### src/rtl/sp_pkg.sv
package sp_pkg;
  typedef struct packed {
    logic reload;
    logic stepDn;
    logic stepUp;
  } spStrobe_t;
endpackage

### src/rtl/sp_ctrl.sv
module sp_ctrl
  import sp_pkg::*;
#(
  parameter int LEVELS  = 16,
  parameter int DEPTH_W = 5
) (
  input  logic               clk,
  input  logic               rstN,
  input  logic               pushReq,
  input  logic               popReq,
  input  logic               rspWrEn,
  input  logic               rspWrVal,
  output spStrobe_t          strobe,
  output logic [DEPTH_W-1:0] depth,
  output logic               ovfErr,
  output logic               udfErr
);
  localparam logic [DEPTH_W-1:0] FULL = DEPTH_W'(LEVELS);

  logic reloadReq, atFull, atEmpty;

  always_comb begin
    reloadReq     = rspWrEn & ~rspWrVal;
    strobe.reload = reloadReq;
    strobe.stepDn = ~reloadReq & pushReq & ~popReq;
    strobe.stepUp = ~reloadReq & popReq & ~pushReq;
    atFull        = (depth == FULL);
    atEmpty       = (depth == '0);
  end

  always_ff @(posedge clk or negedge rstN) begin
    if (!rstN) begin
      depth  <= '0;
      ovfErr <= 1'b0;
      udfErr <= 1'b0;
    end else begin
      ovfErr <= strobe.stepDn & atFull;
      udfErr <= strobe.stepUp & atEmpty;
      if (strobe.reload)
        depth <= '0;
      else if (strobe.stepDn && !atFull)
        depth <= depth + 1'b1;
      else if (strobe.stepUp && !atEmpty)
        depth <= depth - 1'b1;
    end
  end


  depth_bound_chk: assert property (@(posedge clk) disable iff (!rstN)
    depth <= FULL);


  ovf_cause_chk: assert property (@(posedge clk) disable iff (!rstN)
    ovfErr |-> ($past(strobe.stepDn) && $past(depth) == FULL && depth == FULL));


  udf_cause_chk: assert property (@(posedge clk) disable iff (!rstN)
    udfErr |-> ($past(strobe.stepUp) && $past(depth) == '0 && depth == '0));


  both_hold_chk: assert property (@(posedge clk) disable iff (!rstN)
    (pushReq && popReq && !reloadReq) |=> $stable(depth));


  reload_depth_chk: assert property (@(posedge clk) disable iff (!rstN)
    reloadReq |=> (depth == '0));


  push_depth_chk: assert property (@(posedge clk) disable iff (!rstN)
    (strobe.stepDn && !atFull) |=> (depth == $past(depth) + 1'b1));

  always_comb begin

    strobe_excl_chk: assert ($onehot0({strobe.stepDn, strobe.stepUp}));
  end
endmodule

### src/rtl/sp_datapath.sv
module sp_datapath
  import sp_pkg::*;
#(
  parameter int ADDR_W    = 10,
  parameter int FIXED_W   = 4,
  parameter int WORD_STEP = 4
) (
  input  logic                          clk,
  input  logic                          rstN,
  input  spStrobe_t                     strobe,
  output logic [ADDR_W-1:0]             spAddr,
  output logic [WORD_STEP*ADDR_W-1:0]   entryAddr
);
  localparam int LOW_W = ADDR_W - FIXED_W;
  localparam logic [FIXED_W-1:0] PAGE = '1;
  localparam logic [LOW_W-1:0]   STEP = LOW_W'(WORD_STEP);
  localparam logic [LOW_W-1:0]   TOP  = '1;

  logic [LOW_W-1:0] ptrLow;

  always_ff @(posedge clk or negedge rstN) begin
    if (!rstN)
      ptrLow <= TOP;
    else if (strobe.reload)
      ptrLow <= TOP;
    else if (strobe.stepDn)
      ptrLow <= ptrLow - STEP;
    else if (strobe.stepUp)
      ptrLow <= ptrLow + STEP;
  end

  assign spAddr = {PAGE, ptrLow};

  for (genvar k = 0; k < WORD_STEP; k++) begin : gWord
    assign entryAddr[k*ADDR_W +: ADDR_W] = {PAGE, ptrLow - LOW_W'(k)};
  end


  push_step_chk: assert property (@(posedge clk) disable iff (!rstN)
    strobe.stepDn |=> (ptrLow == $past(ptrLow) - STEP));


  pop_step_chk: assert property (@(posedge clk) disable iff (!rstN)
    strobe.stepUp |=> (ptrLow == $past(ptrLow) + STEP));


  reload_ptr_chk: assert property (@(posedge clk) disable iff (!rstN)
    strobe.reload |=> (ptrLow == TOP));


  idle_hold_chk: assert property (@(posedge clk) disable iff (!rstN)
    (!strobe.reload && !strobe.stepDn && !strobe.stepUp) |=> $stable(ptrLow));
endmodule

### src/rtl/fixed_page_sp.sv
module fixed_page_sp
  import sp_pkg::*;
#(
  parameter int ADDR_W    = 10,
  parameter int FIXED_W   = 4,
  parameter int WORD_STEP = 4,
  localparam int LEVELS   = (1 << (ADDR_W - FIXED_W)) / WORD_STEP,
  localparam int DEPTH_W  = $clog2(LEVELS + 1)
) (
  input  logic                        clk,
  input  logic                        rstN,
  input  logic                        pushReq,
  input  logic                        popReq,
  input  logic                        rspWrEn,
  input  logic                        rspWrVal,
  output logic [ADDR_W-1:0]           spAddr,
  output logic [WORD_STEP*ADDR_W-1:0] entryAddr,
  output logic [DEPTH_W-1:0]          depth,
  output logic                        ovfErr,
  output logic                        udfErr
);
  spStrobe_t strobe;

  sp_ctrl #(.LEVELS(LEVELS), .DEPTH_W(DEPTH_W)) uCtrl (
    .clk(clk), .rstN(rstN), .pushReq(pushReq), .popReq(popReq),
    .rspWrEn(rspWrEn), .rspWrVal(rspWrVal), .strobe(strobe),
    .depth(depth), .ovfErr(ovfErr), .udfErr(udfErr)
  );

  sp_datapath #(.ADDR_W(ADDR_W), .FIXED_W(FIXED_W), .WORD_STEP(WORD_STEP)) uPath (
    .clk(clk), .rstN(rstN), .strobe(strobe),
    .spAddr(spAddr), .entryAddr(entryAddr)
  );
endmodule

### config.mk
export PLATFORM = sky130hd
export DESIGN_NAME = fixed_page_sp
export DESIGN_NICKNAME = d
export VERILOG_FILES = /design/src/rtl/sp_pkg.sv /design/src/rtl/sp_ctrl.sv /design/src/rtl/sp_datapath.sv /design/src/rtl/fixed_page_sp.sv
export SDC_FILE = /design/constraint.sdc
export NUM_CORES = 1
export LEC_CHECK = 0
export BUFFER_PORTS_ARGS = -buffer_cell sky130_fd_sc_hd__buf_2
export CAP_MARGIN = 20
export CORE_MARGIN = 1
export CORE_UTILIZATION = 50
export CTS_CLUSTER_DIAMETER = 60
export DETAILED_ROUTE_END_ITERATION = 6
export HOLD_SLACK_MARGIN = 0.15
export PLACE_DENSITY = 0.95
export SLEW_MARGIN = 20
export SYNTH_ARGS = -nofsm -noshare
export SYNTH_HDL_FRONTEND = slang
export SYNTH_HIERARCHICAL = 1
export SYNTH_SLANG_ARGS = --single-unit
### constraint.sdc
create_clock -name clk -period 4.52 [get_ports clk]
set_clock_uncertainty 0.05 [all_clocks]
set_input_delay 0.226 -clock clk [delete_from_list [all_inputs] [get_ports clk]]
set_output_delay 0.226 -clock clk [all_outputs]
set_load 0.02 [all_outputs]
==> summary.txt <==
Die area = 2770 sq um
Worst-Skew Late Latency = 0.27 ns
Max IR drop VDD = 0.470 mV
Worst r2r dst = uCtrl/depth[4]$_DFFE_PN0P_
Seq/Total Area, Yosys = 0.239
Largest fanout on the critical path = 6
Core Region = 2320 sq um
Top cell type by total area after synthesis = buf_4
Ys Warns = 6
CTS root buffer = clkbuf_4
Global-route wire length before repair = 3.54 mm
Number of vias per cell = 4.91
Layout cells sized above 1 = 0.325
Maximum operating frequency = 376 MHz
Synth top area share = 0.234
Final hold violations = 0
Post-route antenna net violation count = 0
Average wire per standard cell = 11.1 um
TritonCTS Buffers = 3
Pre-Repair DR Iteration Count = 4
Area grow syn2layout = 3.61%
Largest net degree at the start of global routing = 17
Hold Path Stages = 3
R2R Path Start = uCtrl/depth[0]$_DFFE_PN0P_
Final nets = 187
Post-Syn Instances = 146
Row cnt = 17
Finished Cell Area = 1330 sq um
Placed Area = 1280 sq um
CP Capture Point = uCtrl/depth[4]$_DFFE_PN0P_
MaxCap Viol Count = 0
WS Path Type = reg -> reg
Worst EP arrival = 2.76 ns
Most frequent cells in the layout = buf_2 (40), conb_1 (22), nand2_1 (12)
Post-CTS setup buffers = 0
Startpoint Class = register
Top-level I/O count = 63
RSZ-0062 raised after global routing = false
Die W = 52.6 um
Worst setup EP type = register
Final period utilization = 0.588
Worst-Margin Slew = 0.622 ns
Initial antenna violation count = 0
Reg2Reg Depth = 8
Via count = 968
Clock tree buffer depth = 2
Most common cell after layout, fill and taps aside = buf_2
Global placer's final weighted congestion = 0.848
Crit path from = uCtrl/depth[0]$_DFFE_PN0P_
# port buffers = 40
Outcome = complete, no violations
Leakage = 0.000668 uW
Critical Path RT = 4.63 ns
Vias in the first global route = 832
Clk pin slew, worst setup/hold paths = 0.08 ns
Routed WL = 2.19 mm
Ant. Diodes = 0
CTS H-tree depth = 1
1st-iter DRT viols = 6
Initial Util = 0.553
Period minus WS final = 2.66 ns
DRC violations left = 0
Setup_tns = 0 ns
Flops & latches, synth = 12
Hold WC Path Type = in -> reg
Synthesized area = 1280 sq um
Num Clock Sinks = 12
Slew Limit Fails = 0
Mapped Avg Cell Area = 8.78 sq um
Slew headroom = 0.582
Final setup viols = 0
Area contributors post-synth = buf_4 (23%), dfrtp_1 (14%), dfstp_2 (10%), ha_1 (8.8%), xnor2_1 (4.8%)
Gr ovfl total = 0
CTS tree = done
Die Y = 52.6 um
Detailed placement HPWL = 1.74 mm
Synth cell types = 35
Global-route usage over all layers = 0.172
R2r setup slk = 1.86 ns
Pwr Density = 589 nW/um^2
==> sequential cells by signal (all words and copies together), names as in the netlist <==
signal        cells
uCtrl/depth       5
uPath/ptrLow      5
uCtrl/ovfErr      1
uCtrl/udfErr      1
==> final cells by class <==
cell class / instances / area (sq um)
flip-flops and latches: 12 / 307
multi-input cells: 104 / 711
inverters: 8 / 30.0
well taps: 28 / 35.0
fillers: 244 / 990
repair buffers: 41 / 210
clock buffers: 4 / 36.3
==> worst min path at each step <==
| stage | slack [ns] | endpoint | from |
|---|---|---|---|
| 2_1_floorplan | -0.12 | uCtrl/depth[0]$_DFFE_PN0P_ | rstN |
| 3_3_place_gp | 0.07 | uCtrl/depth[4]$_DFFE_PN0P_ | rstN |
| 4_1_cts | 0.26 | uCtrl/udfErr$_DFF_PN0_ | popReq |
| 3_5_place_dp | 0.07 | uCtrl/depth[4]$_DFFE_PN0P_ | rstN |
| 5_1_grt | 0.30 | uCtrl/udfErr$_DFF_PN0_ | popReq |
| 6_report | 0.27 | uCtrl/udfErr$_DFF_PN0_ | popReq |
==> report_power, final <==
part	internal (uW)	switching, uW
Sequential	152	67.2
Clock	48.9	35.8
Combinational	188	291
Total	389	394
==> per-layer routing <==
| metal | wire, um | global-route usage |
|---|---|---|
| met5 | 0 | 0 |
| met4 | 0 | 0.0132 |
| met3 | 156 | 0.0464 |
| met2 | 1110 | 0.348 |
| met1 | 916 | 0.179 |
==> metrics by stage <==
step                      hold WS, ns  worst slack [ns]   util  total power [uW]  instances
final                           0.272              1.86  0.573               783        197
after global routing            0.298              1.66  0.573               846        197
after CTS                       0.263              1.88  0.573               789        197
after detailed placement       0.0692              1.67  0.553               699        192
after global placement         0.0693              1.82  0.553               684        192
after floorplan                -0.120              2.02      -               624        166
==> cells in the mapped netlist, drive strengths merged <==
master	count
a2111oi	2
o21a	1
o221ai	1
clkbuf	1
ha	9
nand2	12
o22ai	1
nor4	5
xnor2	7
inv	8
dfstp	5
o211ai	2
a21oi	3
nand3b	1
nor2	8
xor2	4
conb	2
a21o	1
fa	2
a311o	1
dfrtp	7
buf	41
o2111a	1
nand2b	5
or4	1
nor3	6
o21ai	1
mux2i	1
or3	1
nand3	3
a211oi	2
a211o	1
==> repair_timing <==
| item | 4_1_cts | 5_1_grt |
|---|---|---|
| hold buffers | 1 | 0 |
| endpoints found under the hold margin | 12 | 0 |
| resized for setup | 0 | 0 |
==> logic make-up (layout without fill, tap and decap cells) <==
group                    Yosys count  after routing  share of synthesized area
AO/OA/AOI/OAI                     17             17                      0.126
XOR/XNOR                          11             11                     0.0751
adder cells (fa/ha/maj)           11             11                      0.119
buffers and inverters             50             53                      0.265
flip-flops                        12             12                      0.239
multiplexers                       1              1                    0.00781
other                              2             22                    0.00586
AND/OR/NAND/NOR                   42             42                      0.162
==> worst max-delay path, cell delays in order (launching register included) <==
cell and delay, ns:
dfrtp_1 0.47, nor4_1 0.60, nand2_1 0.16, nand2_1 0.21, fa_1 0.24, a21o_1 0.12
a21oi_1 0.09, a211o_1 0.26, a311o_2 0.35
Power figures use the tool's default switching activity.
